===== config.mk =====
export PLATFORM = sky130hd
export DESIGN_NAME = slot_cmd_ctrl
export DESIGN_NICKNAME = d
export VERILOG_FILES = /design/src/rtl/slot_cmd_pkg.sv /design/src/rtl/slot_cmd_detect.sv /design/src/rtl/slot_cmd_queue.sv /design/src/rtl/slot_cmd_status.sv /design/src/rtl/slot_cmd_ctrl.sv
export SDC_FILE = /design/constraint.sdc
export NUM_CORES = 1
export LEC_CHECK = 0
export ABC_AREA = 1
export BUFFER_PORTS_ARGS = -buffer_cell sky130_fd_sc_hd__buf_2
export CAP_MARGIN = 5
export CELL_PAD_IN_SITES_DETAIL_PLACEMENT = 1
export CELL_PAD_IN_SITES_GLOBAL_PLACEMENT = 2
export CORE_MARGIN = 5
export CORE_UTILIZATION = 25
export CTS_BUF_LIST = sky130_fd_sc_hd__clkbuf_4 sky130_fd_sc_hd__clkbuf_8 sky130_fd_sc_hd__clkbuf_16
export DETAILED_ROUTE_END_ITERATION = 10
export PLACE_DENSITY_LB_ADDON = 0.25
export RECOVER_POWER = 50
export SYNTH_ARGS = -nofsm -noshare
export SYNTH_HDL_FRONTEND = slang
export SYNTH_SLANG_ARGS = --single-unit

===== constraint.sdc =====
create_clock -name clk -period 1.7 [get_ports clk]
set_input_delay 0.34 -clock clk [delete_from_list [all_inputs] [get_ports clk]]
set_output_delay 0.34 -clock clk [all_outputs]
set_load 0.01 [all_outputs]

===== src/rtl/slot_cmd_pkg.sv =====
package slot_cmd_pkg;
  typedef enum logic {MODE_STRICT = 1'b0, MODE_CHANGE = 1'b1} cmd_mode_e;
  localparam int CTRL_W   = 16;
  localparam int FIELD_LO = 6;
  localparam int FIELD_HI = 11;
  localparam int FIELD_W  = FIELD_HI - FIELD_LO + 1;
  localparam int CC_BIT   = 4;
  localparam int CCIE_BIT = 4;
  localparam int HPIE_BIT = 5;
  typedef logic [FIELD_W-1:0] field_t;
endpackage


===== src/rtl/slot_cmd_detect.sv =====
module slot_cmd_detect import slot_cmd_pkg::*; #(
  parameter cmd_mode_e MODE = MODE_STRICT
) (
  input  logic [CTRL_W-1:0] old_ctrl,
  input  logic [CTRL_W-1:0] new_ctrl,
  input  logic              ctrl_write,
  input  logic              hp_capable,
  output logic              is_cmd
);
  logic qualifies;
  generate
    if (MODE == MODE_CHANGE) begin : g_change
      assign qualifies = |(old_ctrl[FIELD_HI:FIELD_LO] ^ new_ctrl[FIELD_HI:FIELD_LO]);
    end else begin : g_strict
      assign qualifies = 1'b1;
    end
  endgenerate
  assign is_cmd = ctrl_write & hp_capable & qualifies;
endmodule


===== src/rtl/slot_cmd_queue.sv =====
module slot_cmd_queue #(
  parameter int W = 6
) (
  input  logic         clk,
  input  logic         rst,
  input  logic         push,
  input  logic [W-1:0] push_data,
  input  logic         ready,
  output logic         valid,
  output logic [W-1:0] data
);
  logic         hold_v;
  logic [W-1:0] hold_d;
  logic         fire;
  assign fire = valid & ready;

  always_ff @(posedge clk) begin
    if (rst) begin
      valid  <= 1'b0;
      hold_v <= 1'b0;
      data   <= '0;
      hold_d <= '0;
    end else if (fire) begin
      if (hold_v) begin
        data   <= hold_d;
        hold_v <= push;
        if (push) hold_d <= push_data;
      end else begin
        valid <= push;
        if (push) data <= push_data;
      end
    end else if (!valid) begin
      valid <= push;
      if (push) data <= push_data;
    end else if (push) begin
      hold_v <= 1'b1;
      hold_d <= push_data;
    end
  end
endmodule


===== src/rtl/slot_cmd_status.sv =====
module slot_cmd_status (
  input  logic clk,
  input  logic rst,
  input  logic set_i,
  input  logic clr_i,
  input  logic ie_both,
  output logic cc_o,
  output logic irq_o
);
  logic cc_n;
  assign cc_n = set_i | (cc_o & ~clr_i);

  always_ff @(posedge clk) begin
    if (rst) begin
      cc_o  <= 1'b0;
      irq_o <= 1'b0;
    end else begin
      cc_o  <= cc_n;
      irq_o <= cc_n & ~cc_o & ie_both;
    end
  end
endmodule


===== src/rtl/slot_cmd_ctrl.sv =====
module slot_cmd_ctrl import slot_cmd_pkg::*; #(
  parameter cmd_mode_e        MODE      = MODE_STRICT,
  parameter int               ADDR_W    = 12,
  parameter logic [ADDR_W-1:0] SLOT_ADDR = 12'h0A8
) (
  input  logic              clk,
  input  logic              rst,
  input  logic              hp_capable,
  input  logic              cfg_wr,
  input  logic              cfg_rd,
  input  logic [ADDR_W-1:0] cfg_addr,
  input  logic [3:0]        cfg_be,
  input  logic [31:0]       cfg_wdata,
  output logic [31:0]       cfg_rdata,
  output logic              cmd_valid,
  input  logic              cmd_ready,
  output logic [FIELD_W-1:0] cmd_ctrl,
  output logic              irq
);
  localparam int BYTES = CTRL_W / 8;

  logic              hit;
  logic              ctrl_we;
  logic              cc_clr;
  logic              is_cmd;
  logic              cc_q;
  logic [CTRL_W-1:0] ctrl_q;
  logic [CTRL_W-1:0] ctrl_new;
  logic [CTRL_W-1:0] status_w;

  assign hit     = (cfg_addr == SLOT_ADDR);
  assign ctrl_we = cfg_wr & hit & (|cfg_be[BYTES-1:0]);
  assign cc_clr  = cfg_wr & hit & cfg_be[2] & cfg_wdata[CTRL_W + CC_BIT];

  genvar b;
  generate
    for (b = 0; b < BYTES; b++) begin : g_byte
      assign ctrl_new[8*b +: 8] = cfg_be[b] ? cfg_wdata[8*b +: 8] : ctrl_q[8*b +: 8];
    end
  endgenerate

  always_ff @(posedge clk) begin
    if (rst) ctrl_q <= '0;
    else if (ctrl_we) ctrl_q <= ctrl_new;
  end

  slot_cmd_detect #(.MODE(MODE)) u_detect (
    .old_ctrl   (ctrl_q),
    .new_ctrl   (ctrl_new),
    .ctrl_write (ctrl_we),
    .hp_capable (hp_capable),
    .is_cmd     (is_cmd)
  );

  slot_cmd_queue #(.W(FIELD_W)) u_queue (
    .clk       (clk),
    .rst       (rst),
    .push      (is_cmd),
    .push_data (ctrl_new[FIELD_HI:FIELD_LO]),
    .ready     (cmd_ready),
    .valid     (cmd_valid),
    .data      (cmd_ctrl)
  );

  slot_cmd_status u_status (
    .clk     (clk),
    .rst     (rst),
    .set_i   (cmd_valid & cmd_ready),
    .clr_i   (cc_clr),
    .ie_both (ctrl_q[CCIE_BIT] & ctrl_q[HPIE_BIT]),
    .cc_o    (cc_q),
    .irq_o   (irq)
  );

  assign status_w = CTRL_W'({cc_q}) << CC_BIT;

  always_ff @(posedge clk) begin
    if (rst) cfg_rdata <= '0;
    else if (cfg_rd & hit) cfg_rdata <= {status_w, ctrl_q};
    else cfg_rdata <= '0;
  end
endmodule


==> metrics <==
Startpoint Class flip-flop; final hold vios 0; Sequential cell area 981 um2; fin. max-slew vios 0; Via density 4.11; area of the core 0.00826 mm2; clock tree sinks 49; # IOs 94; global-route wire length before repair 8810 um; minimum clock period 1.42 ns; gr usage total 10.6%; power density over cell area 875 mW/mm2; GR Overflow Total 0; Iteration-0 DRC Markers 33; Worst Skew 0.00594 ns; Die Wd 102 um; mean area per synthesized cell 7.60 um2; Worst R2R Setup Slack 0.28 ns; Crit Path Class flip-flop to flip-flop; largest net degree at the start of global routing 20; Die Span Y 102 um; final WL 5580 um; Ant. Diodes 0; CTS buffer count 5; final worst-path cycle share 83.6%; clock root buffer clkbuf_8; hpwl dp 4400 um; Hold-fix buffers, CTS 0; share of cells above drive strength 1 22.3%; FF+latch count, synth 49; largest family of logic cells by synthesized area simple AND/OR/NAND/NOR gates; VDD IR max 0.417 mV; clock buffer depth 2; post-synthesis adder-cell area fraction 0%; nets@finish 403; Netlist cell types 28; status completed; worst skew pair latency 0.31 ns; Clk pin slew, worst setup/hold paths 0.10 ns; setup_tns 0 ns; Cell Area, Synth 0.00212 mm2; # rows 33; post-route ant nets 0; largest fanout on the critical path 9; Max Cap Viol 0; yosys warns 0; multi-input logic area 878 um2; drt first pass iters 4; setup bufs post-CTS 0; worst path required time 1.93 ns; Achievable Freq 703 MHz; post-CTS resize count 0; CP arrival 1.65 ns; Finished Core Util 31.9%; vias after detailed routing 1,870; # H-tree levels 2; post-synthesis mux area share 0%; worst hold path class input pin to flip-flop; area grow syn2layout 24.2%; die area 0.0104 mm2; register area share after synthesis 46.3%; Simple-Gate Fraction of Synth Area 27.4%; routed len/inst 12.3 um; initial cell density of the core 25.7%; Cells after Synth 279; Leak 1.12 nW; Worst setup EP type flip-flop; RePlAce Congestion 0.690; RSZ-0062 raised after global routing false; CTS tree yes; setup violators final 0; Synth Area in XOR/XNOR 0%; vias in the first global route 1,872; initial antenna violation count 0; # DRC 0; Compound-Gate Fraction of Synth Area 12.0%; # port buffers 62; # fillers 1,078
report_power, final:
part | total (mW) | switching [mW] | internal (mW)
logic | 0.135 | 0.0840 | 0.0508
registers | 1.15 | 0.0000201 | 1.15
clock network | 1.02 | 0.432 | 0.593
total | 2.31 | 0.516 | 1.79
path summary, 6_finish.rpt:
check	start	to	cells past startpoint
worst min-delay path	cfg_wdata[1]	ctrl_q[1]$_SDFFE_PP0P_	3
worst max-delay path	u_queue.valid$_SDFFE_PP0P_	u_queue.hold_d[1]$_SDFFE_PP0P_	8
worst max register to register	u_queue.valid$_SDFFE_PP0P_	u_queue.hold_d[1]$_SDFFE_PP0P_	8
worst min register to register	ctrl_q[3]$_SDFFE_PP0P_	cfg_rdata[3]$_SDFF_PP0_	2
metal layers:
layer	vias up	wire, um	track usage, %
li1	990	-	-
met3	5	321	2.94
met1	838	2570	13.3
met2	37	2620	18.0
met4	0	62	3.03
met5	-	0	0
cells in the mapped netlist:
library cell  number  area, um2
nand4_4            2       42.5
nor2_2             4       25.0
nand2_4            1       11.3
o21ai_2            2       17.5
conb_1             1       3.75
a221oi_1           1       8.76
a21oi_1           18       90.1
nor3_1             7       35.0
buf_4             16        120
inv_1             36        135
buf_2              1       5.00
dfxtp_1           49        981
o21ai_0           15       75.1
o21ai_1            2       10.0
nand3_1            7       35.0
nor2_1            46        173
inv_2              2       7.51
nand3_2            1       10.0
nor2_4             2       22.5
nand4_1            7       43.8
buf_6              1       11.3
clkbuf_1           4       15.0
nor3_2             1       10.0
a211oi_1           7       52.6
nand2_1           41        154
clkinv_1           1       3.75
buf_1              1       3.75
nand2_2            3       18.8
logic make-up after synthesis:
logic type | after synthesis
other | 1
AOI/OAI and AO/OA | 45
buffers and inverters | 62
and+or+nand+nor | 122
DFF | 49
worst max-delay path, stage by stage (launching register included):
cell      delay [ns]
dfxtp_1         0.36
nand2_1         0.15
nand2_1         0.12
inv_1           0.06
nor2_2          0.16
inv_1           0.10
nand4_4         0.15
nor2_1          0.05
a211oi_1        0.18
per-stage QoR:
step | instances | hold slack [ns] | cell area, um2 | setup slack, ns | power (mW)
final | 455 | 0.259 | 2640 | 0.278 | 2.31
after global routing | 455 | 0.268 | 2640 | 0.122 | 2.41
after CTS | 455 | 0.251 | 2670 | 0.243 | 2.35
after detailed placement | 447 | 0.422 | 2530 | 0.0753 | 1.31
after global placement | 447 | 0.417 | 2530 | 0.0905 | 1.31
after floorplan | 293 | 0.405 | 2170 | 0.320 | 1.27
sequential cells by signal, indices dropped and copies added (netlist names):
name and cells:
u_queue.valid 1, u_status.irq_o 1, cfg_rdata 17, ctrl_q 16, u_queue.hold_v 1, u_queue.hold_d 6
u_queue.data 6, u_status.cc_o 1
area by class of cell:
class	count	share of cell area (%)
sequential	49	37.2
multi-input combinational	182	33.3
timing repair buffer	72	13.7
inverter	39	5.56
tap	105	4.99
clock buffer	5	2.61
clock inverter	3	2.61
cell usage in the layout (no fill, tap or decap), types with 2 or more instances in the layout:
cell       count
nand3_1        8
nand4_1        7
clkbuf_8       5
nor2_1        46
nand2_1       42
nand4_4        2
nor2_2         4
inv_2          2
conb_1        15
o21ai_2        2
buf_2         44
clkbuf_1      18
inv_1         36
nor3_1         7
a21oi_1       18
o21ai_0       15
dfxtp_1       49
nor2_4         2
a211oi_1       7
nand2_2        3
bufinv_16      2
o21ai_1        2
buf_4          9
Power figures use the tool's default switching activity.
